File: src/rtl/flpv_pkg.sv
package flpv_pkg;

   typedef enum logic [1:0] {
      ST_IDLE   = 2'd0,
      ST_VERIFY = 2'd1,
      ST_CHECK  = 2'd2,
      ST_PULSE  = 2'd3
   } flpv_state_e;

endpackage

File: src/rtl/flpv_mask_bank.sv
// Data registers that double as the live program mask.
module flpv_mask_bank #(
   parameter int WORD_BITS = 144,
   parameter int MAX_WORDS = 8,
   localparam int IDX_W    = $clog2(MAX_WORDS)
) (
   input  logic                 clk,
   input  logic                 rst_n,
   input  logic                 wr_en,
   input  logic [IDX_W-1:0]     wr_idx,
   input  logic [WORD_BITS-1:0] wr_data,
   input  logic                 wr_block,
   input  logic                 upd_en,
   input  logic [IDX_W-1:0]     cur_idx,
   input  logic [WORD_BITS-1:0] arr_rdata,
   input  logic [WORD_BITS-1:0] bit_en,
   input  logic [IDX_W-1:0]     rd_idx,
   output logic [WORD_BITS-1:0] rd_data,
   output logic [WORD_BITS-1:0] active
);

   logic [WORD_BITS-1:0] regs_w [MAX_WORDS];

   for (genvar w = 0; w < MAX_WORDS; w++) begin : g_word
      logic [WORD_BITS-1:0] q;
      logic                 sel_cur;
      logic                 sel_wr;

      assign sel_cur = (cur_idx == IDX_W'(w));
      assign sel_wr  = (wr_idx  == IDX_W'(w));

      always_ff @(posedge clk or negedge rst_n) begin
         if (!rst_n) begin
            q <= '1;
         end else if (upd_en && sel_cur) begin
            // enabled bits that now read programmed leave the mask
            q <= q | (~arr_rdata & bit_en);
         end else if (wr_en && !wr_block && sel_wr) begin
            q <= wr_data;
         end
      end

      assign regs_w[w] = q;
   end

   assign rd_data = regs_w[rd_idx];
   assign active  = ~regs_w[cur_idx] & bit_en;

endmodule

File: src/rtl/flpv_seq.sv
// Word sequencer, pulse/verify loop and per-word pulse counter.
module flpv_seq
   import flpv_pkg::*;
#(
   parameter int ADDR_W     = 16,
   parameter int IDX_W      = 3,
   parameter int SIZE_W     = 2,
   parameter int BE_W       = 17,
   parameter int MAX_PULSES = 6
) (
   input  logic              clk,
   input  logic              rst_n,
   input  logic              start,
   input  logic [SIZE_W-1:0] size_code,
   input  logic [ADDR_W-1:0] base_addr,
   input  logic [BE_W-1:0]   byte_en,
   input  logic              mask_empty,
   output logic              busy,
   output logic              done,
   output logic              pass,
   output logic              fail_verify,
   output logic [IDX_W-1:0]  word_idx,
   output logic [ADDR_W-1:0] arr_addr,
   output logic              upd_en,
   output logic              arr_pulse,
   output logic [BE_W-1:0]   be_q
);

   localparam int CNT_W = $clog2(MAX_PULSES + 1);
   localparam logic [CNT_W-1:0] CNT_LIMIT = CNT_W'(MAX_PULSES);

   flpv_state_e       state_q;
   logic [IDX_W-1:0]  idx_q;
   logic [IDX_W-1:0]  last_q;
   logic [CNT_W-1:0]  cnt_q;
   logic [ADDR_W-1:0] base_q;
   logic              done_q;
   logic              pass_q;
   logic              fail_q;
   logic [IDX_W:0]    words_sh;
   logic [IDX_W-1:0]  last_d;

   always_comb begin
      words_sh = {{IDX_W{1'b0}}, 1'b1} << size_code;
      last_d   = IDX_W'(words_sh - 1'b1);
   end

   always_ff @(posedge clk or negedge rst_n) begin
      if (!rst_n) begin
         state_q <= ST_IDLE;
         idx_q   <= '0;
         last_q  <= '0;
         cnt_q   <= '0;
         base_q  <= '0;
         be_q    <= '0;
         done_q  <= 1'b0;
         pass_q  <= 1'b0;
         fail_q  <= 1'b0;
      end else begin
         done_q <= 1'b0;
         unique case (state_q)
            ST_IDLE: begin
               if (start) begin
                  base_q  <= base_addr;
                  be_q    <= byte_en;
                  last_q  <= last_d;
                  idx_q   <= '0;
                  cnt_q   <= '0;
                  pass_q  <= 1'b0;
                  fail_q  <= 1'b0;
                  state_q <= ST_VERIFY;
               end
            end
            ST_VERIFY: state_q <= ST_CHECK;
            ST_CHECK: begin
               if (mask_empty) begin
                  if (idx_q == last_q) begin
                     done_q  <= 1'b1;
                     pass_q  <= 1'b1;
                     state_q <= ST_IDLE;
                  end else begin
                     idx_q   <= idx_q + 1'b1;
                     cnt_q   <= '0;
                     state_q <= ST_VERIFY;
                  end
               end else if (cnt_q == CNT_LIMIT) begin
                  done_q  <= 1'b1;
                  fail_q  <= 1'b1;
                  state_q <= ST_IDLE;
               end else begin
                  state_q <= ST_PULSE;
               end
            end
            ST_PULSE: begin
               cnt_q   <= cnt_q + 1'b1;
               state_q <= ST_VERIFY;
            end
            default: state_q <= ST_IDLE;
         endcase
      end
   end

   assign busy        = (state_q != ST_IDLE);
   assign done        = done_q;
   assign pass        = pass_q;
   assign fail_verify = fail_q;
   assign word_idx    = idx_q;
   assign arr_addr    = base_q + ADDR_W'(idx_q);
   assign upd_en      = (state_q == ST_VERIFY);
   assign arr_pulse   = (state_q == ST_PULSE);

endmodule

File: src/rtl/flpv_engine.sv
module flpv_engine #(
   parameter int DATA_BYTES  = 16,
   parameter int HAS_ECC     = 1,
   parameter int ECC_BITS    = 16,
   parameter int MAX_WORDS   = 8,
   parameter int ADDR_W      = 16,
   parameter int MAX_PULSES  = 6,
   localparam int DATA_BITS  = DATA_BYTES * 8,
   localparam int WORD_BITS  = DATA_BITS + ((HAS_ECC != 0) ? ECC_BITS : 0),
   localparam int BE_W       = DATA_BYTES + ((HAS_ECC != 0) ? 1 : 0),
   localparam int IDX_W      = $clog2(MAX_WORDS),
   localparam int SIZE_W     = $clog2(IDX_W + 1)
) (
   input  logic                 clk,
   input  logic                 rst_n,
   input  logic                 start,
   input  logic [SIZE_W-1:0]    size_code,
   input  logic [ADDR_W-1:0]    base_addr,
   input  logic [BE_W-1:0]      byte_en,
   input  logic                 wr_en,
   input  logic [IDX_W-1:0]     wr_idx,
   input  logic [WORD_BITS-1:0] wr_data,
   input  logic [IDX_W-1:0]     rd_idx,
   output logic [WORD_BITS-1:0] rd_data,
   output logic                 busy,
   output logic                 done,
   output logic                 pass,
   output logic                 fail_verify,
   output logic [ADDR_W-1:0]    arr_addr,
   output logic                 arr_pulse,
   output logic [WORD_BITS-1:0] arr_pmask,
   input  logic [WORD_BITS-1:0] arr_rdata
);

   if (MAX_WORDS < 2 || (MAX_WORDS & (MAX_WORDS - 1)) != 0) begin : g_bad_words
      $error("flpv_engine: MAX_WORDS must be a power of two, at least 2");
   end
   if (MAX_PULSES < 1) begin : g_bad_pulses
      $error("flpv_engine: MAX_PULSES must be at least 1");
   end
   if (HAS_ECC != 0 && ECC_BITS < 1) begin : g_bad_ecc
      $error("flpv_engine: ECC_BITS must be positive when HAS_ECC is set");
   end

   logic [BE_W-1:0]      be_q;
   logic [WORD_BITS-1:0] bit_en;
   logic [WORD_BITS-1:0] active;
   logic [IDX_W-1:0]     word_idx;
   logic                 upd_en;
   logic                 mask_empty;

   // byte enables fanned out to bit enables
   for (genvar b = 0; b < DATA_BITS; b++) begin : g_den
      assign bit_en[b] = be_q[b / 8];
   end
   if (HAS_ECC != 0) begin : g_ecc
      for (genvar e = 0; e < ECC_BITS; e++) begin : g_een
         assign bit_en[DATA_BITS + e] = be_q[DATA_BYTES];
      end
   end

   assign mask_empty = ~|active;
   assign arr_pmask  = arr_pulse ? active : '0;

   flpv_seq #(
      .ADDR_W     (ADDR_W),
      .IDX_W      (IDX_W),
      .SIZE_W     (SIZE_W),
      .BE_W       (BE_W),
      .MAX_PULSES (MAX_PULSES)
   ) u_seq (
      .clk         (clk),
      .rst_n       (rst_n),
      .start       (start),
      .size_code   (size_code),
      .base_addr   (base_addr),
      .byte_en     (byte_en),
      .mask_empty  (mask_empty),
      .busy        (busy),
      .done        (done),
      .pass        (pass),
      .fail_verify (fail_verify),
      .word_idx    (word_idx),
      .arr_addr    (arr_addr),
      .upd_en      (upd_en),
      .arr_pulse   (arr_pulse),
      .be_q        (be_q)
   );

   flpv_mask_bank #(
      .WORD_BITS (WORD_BITS),
      .MAX_WORDS (MAX_WORDS)
   ) u_bank (
      .clk       (clk),
      .rst_n     (rst_n),
      .wr_en     (wr_en),
      .wr_idx    (wr_idx),
      .wr_data   (wr_data),
      .wr_block  (busy),
      .upd_en    (upd_en),
      .cur_idx   (word_idx),
      .arr_rdata (arr_rdata),
      .bit_en    (bit_en),
      .rd_idx    (rd_idx),
      .rd_data   (rd_data),
      .active    (active)
   );

endmodule

File: config.mk
export PLATFORM = sky130hd
export DESIGN_NAME = flpv_engine
export DESIGN_NICKNAME = d
export VERILOG_FILES = /design/src/rtl/flpv_pkg.sv /design/src/rtl/flpv_mask_bank.sv /design/src/rtl/flpv_seq.sv /design/src/rtl/flpv_engine.sv
export SDC_FILE = /design/constraint.sdc
export NUM_CORES = 2
export LEC_CHECK = 0
export BUFFER_PORTS_ARGS = -buffer_cell sky130_fd_sc_hd__buf_2
export CORE_MARGIN = 5
export CORE_UTILIZATION = 39
export CTS_BUF_LIST = sky130_fd_sc_hd__clkbuf_16
export CTS_CLUSTER_DIAMETER = 60
export DETAILED_ROUTE_END_ITERATION = 10
export HOLD_SLACK_MARGIN = 0.05
export PLACE_DENSITY = 0.55
export SYNTH_ARGS = -nofsm -noshare
export SYNTH_HDL_FRONTEND = slang
export SYNTH_SLANG_ARGS = --single-unit
File: constraint.sdc
create_clock -name clk -period 4.2 [get_ports clk]
set_input_delay 0.21 -clock clk [delete_from_list [all_inputs] [get_ports clk]]
set_output_delay 0.21 -clock clk [all_outputs]
set_load 0.03 [all_outputs]
==> impl_metrics.csv <==
group,metric,value,unit
critical_path,cp-start-kind,"flip-flop",
logic_synthesis,syn_inst,7127,
global_route,grt_pass1_wl,469000,µm
logic_synthesis,seq_area_frac_synth,0.440,
placed_design,dpl_cell_area,77500,µm²
clock_tree,cts_tree,"yes",
critical_path,path_max_fanout,24,
critical_path,cp.arrival,4880,ps
sta,setup_ws,-7.55,ps
placed_design,dp_slack,51.6,ps
logic_synthesis,async_flop_share,1.00,
placed_design,place.gp.congestion,0.895,
detailed_routing,wirelength,325000,µm
final_layout,seqCellArea,31500,µm²
sta,min_period,4210,ps
critical_path,path_cells,"buf_12 > buf_4 > mux4_2 > nand3_1 > nand3_1 > nand3_1 > nor4_1 > buf_4 > nand3_2 > o31ai_4 > nand2_1 > a221o_1",
min_path,min_to,"u_seq.be_q[16]",
logic_synthesis,synth_area,71400,µm²
global_route,antenna_found_initial,34,
sta,worst_slew_pin_slew,1170,ps
power_and_ir_drop,powerDensity,724,nW/µm²
clock_tree,clockBufferDepth,3,
critical_path,critical-path-top-delay-family,"simple AND/OR/NAND/NOR gates",
clock_tree,cts_root_buf,"clkbuf_16",
detailed_routing,vias,65400,
clock_tree,insertion_delay,850,ps
placed_design,port_buffers,641,
clock_tree,cts.sinks,1199,
critical_path,reg2reg_slack,-8,ps
detailed_routing,via_per_inst,6.27,
logic_synthesis,synth_fp_nets,7477,
global_route,grt_start_max_net_pins,136,
sta,final-max-slew-violation-count,0,
final_layout,finalCoreUtilization,0.477,
final_layout,area_delta_synth_final,22.0,%
floorplan,start_util,0.391,
logic_synthesis,synth_edf_count,0,
final_layout,multi_input_area,36900,µm²
sta,max-slew-margin-rel,0.218,
sta,period_share,1.00,
critical_path,cp.required,4870,ps
critical_path,max_stage_delay,590,ps
critical_path,crit_slowest_cell,"nor4_1",
final_layout,fin_area,87200,µm²
logic_synthesis,synthFlopType,"dfstp_2",
global_route,track_usage,0.330,
status,status,"complete, but fails checks",
global_route,globalRouteOverflowTotal,0,
placed_design,post-dp-hpwl,200000,µm
detailed_routing,antenna_left,0,
clock_tree,path_clk_slew,60,ps
floorplan,dieHeight,438,µm
floorplan,io_pins,642,
critical_path,criticalPathCategory,"reg2reg",
critical_path,reg2reg_to,"u_seq.word_idx[2]",
sta,finClkSkew,61.0,ps
clock_tree,htreeDepth,4,
clock_tree,cts_buffers,152,
critical_path,r2r-start,"u_seq.word_idx[1]",
detailed_routing,first_iter_violations,7622,
critical_path,cp_common_cell,"nand3_1",
logic_synthesis,synth_warnings,0,
final_layout,nFillCells,16800,
critical_path,cp-end-kind,"flip-flop",
floorplan,die-area,192000,µm²
sta,fmax,238,MHz
min_path,min_path_cells,3,
detailed_routing,wl_per_cell,31.2,µm
floorplan,die_w,438,µm
sta,hold_violations,0,
power_and_ir_drop,ir_drop,0.812,mV
critical_path,cp_num_buf_inv,3,
sta,rsz0062_at_grt,"no",
logic_synthesis,synth_area_per_cell,10.0,µm²
logic_synthesis,synth_seq_cells,1199,
logic_synthesis,synth.distinct_cells,57,
final_layout,fin_nets,8251,
critical_path,ff2ff_path_depth,12,
min_path,hold_class,"in2reg",
power_and_ir_drop,p_leak,32.9,nW
job,maxCapViolations,0,
clock_tree,postCtsSetupRepairBufs,0,
floorplan,core,183000,µm²
status,violations,"negative setup slack",
detailed_routing,drt_first_pass_iters,5,
final_layout,drive_gt1_frac,0.380,
global_route,grt_pass1_vias,65800,
min_path,min-delay-start,"byte_en[16]",
detailed_routing,drc_errors,0,
floorplan,num_rows,157,
sta,final-setup-viol-count,1,
layout by cell type (no fill, tap or decap), types with 41 or more instances in the layout:
cell type,n
buf_2,637
nor2_1,1509
mux2_2,179
dfrtp_1,44
a21oi_1,482
dfstp_2,1152
inv_1,53
a211oi_1,87
o22ai_1,748
nor2b_1,118
nand3_1,41
buf_12,86
dlygate4sd3_1,474
o21ai_0,442
nand2b_1,164
buf_4,161
and2_1,115
clkbuf_16,153
mux4_2,576
nand2_1,540
worst reg2reg max path, stage by stage, from the launching register on:
cell     delay (ps)
dfrtp_4         520
buf_12          230
buf_4           420
mux4_2          350
nand3_1         100
nand3_1         220
nand3_1         590
nor4_1          590
buf_4           220
nand3_2         100
o31ai_4         270
nand2_1         110
a221o_1         370
Yosys cell counts (all sizes together) (2+ instances only):
| cell | number | area [µm²] |
|---|---|---|
| mux4 | 576 | 13000 |
| and2 | 118 | 738 |
| and3 | 19 | 119 |
| dfstp | 1152 | 30300 |
| nand2 | 543 | 2040 |
| buf | 215 | 1190 |
| a211oi | 88 | 661 |
| nand2b | 164 | 1030 |
| a2111oi | 4 | 41.3 |
| o22ai | 748 | 4680 |
| a221oi | 2 | 17.5 |
| nor4 | 16 | 106 |
| xor2 | 4 | 35.0 |
| or2 | 2 | 12.5 |
| a21o | 2 | 15.0 |
| mux2i | 13 | 130 |
| a21oi | 482 | 2410 |
| inv | 16 | 60.1 |
| mux2 | 180 | 2030 |
| a221o | 2 | 20.0 |
| a22o | 2 | 17.5 |
| nor2b | 118 | 738 |
| clkbuf | 528 | 2080 |
| o31ai | 3 | 36.3 |
| clkinv | 4 | 15.0 |
| nand4 | 18 | 113 |
| o21ai | 442 | 2210 |
| o21a | 3 | 22.5 |
| nor3 | 8 | 45.0 |
| a41oi | 7 | 61.3 |
| nor3b | 2 | 15.0 |
| xnor2 | 13 | 114 |
| dfrtp | 47 | 1180 |
| ha | 16 | 200 |
| nor2 | 1510 | 5670 |
| nand3 | 51 | 260 |
worst max-delay path by stage:
| stage | startpoint | cells past startpoint | slack [ps] | end |
|---|---|---|---|---|
| after global routing | u_seq.word_idx[1] | 11 | 30 | arr_addr[12] |
| after detailed placement | u_seq.word_idx[2] | 12 | 50 | u_seq.word_idx[2] |
| after global placement | u_seq.word_idx[2] | 12 | -2 | u_seq.word_idx[2] |
| final | u_seq.word_idx[1] | 12 | -8 | u_seq.word_idx[2] |
| after floorplan | u_seq.word_idx[0] | 15 | 710 | u_bank.g_word[2].q[13] |
| after CTS | u_seq.word_idx[2] | 12 | 40 | u_seq.word_idx[2] |
stage by stage:
step | hold WS, ps | TNS, ps | cells | power [mW]
4_1_cts | 95.3 | 0 | 10400 | 62.6
5_1_grt | 136 | 0 | 10400 | 66.0
3_5_place_dp | 292 | 0 | 9658 | 48.5
6_report | 144 | -7.55 | 10400 | 63.1
2_1_floorplan | -85.6 | 0 | 7127 | 39.6
3_3_place_gp | 292 | -2.31 | 9658 | 47.8
timing repair:
item / 4_1_cts / 5_1_grt
setup endpoints to repair: 0 / 9
hold buffers: 474 / 0
gates resized for setup: 0 / 6
hold endpoints to repair: 1253 / 0
state kept, by name, indices dropped and copies added (netlist names):
signal	cells
u_seq.fail_verify	1
u_seq.last_q	3
u_seq.state_q	2
u_seq.be_q	17
u_seq.pass	1
u_bank.g_word.q	1152
u_seq.base_q	16
u_seq.done	1
u_seq.cnt_q	3
u_seq.word_idx	3
logic make-up after synthesis:
| group | after synthesis | synth area share |
|---|---|---|
| xor gates and xnor gates | 17 | 0.00208 |
| muxes | 769 | 0.212 |
| adders and majority gates | 17 | 0.00308 |
| and+or+nand+nor | 2570 | 0.152 |
| buffers and inverters | 763 | 0.0468 |
| DFF | 1199 | 0.440 |
| AOI/OAI and AO/OA | 1792 | 0.144 |
cell type report:
cell class | count | area share
tap | 2385 | 0.0342
inverter | 20 | 0.000919
sequential | 1199 | 0.361
timing repair buffer | 1363 | 0.125
clock inverter | 122 | 0.0112
antenna | 21 | 0.000603
clock buffer | 153 | 0.0439
multi-input combinational | 5165 | 0.423
where the power goes:
| part | internal (mW) | switching (mW) | leakage, nW | total, mW |
|---|---|---|---|---|
| registers | 21.3 | 4.97 | 12.7 | 26.2 |
| logic | 10.8 | 13.2 | 17.8 | 24.0 |
| clock network | 7.14 | 5.72 | 2.48 | 12.9 |
metal layers:
metal  up-vias  GRT usage  wire [µm]
met5         -          0        101
met1     33000      0.419     123000
met3       987     0.0735      30300
met2      4095      0.508     147000
met4        16      0.217      25200
li1      27300          -          -
Note: power is estimated with default switching activity, not from simulation.
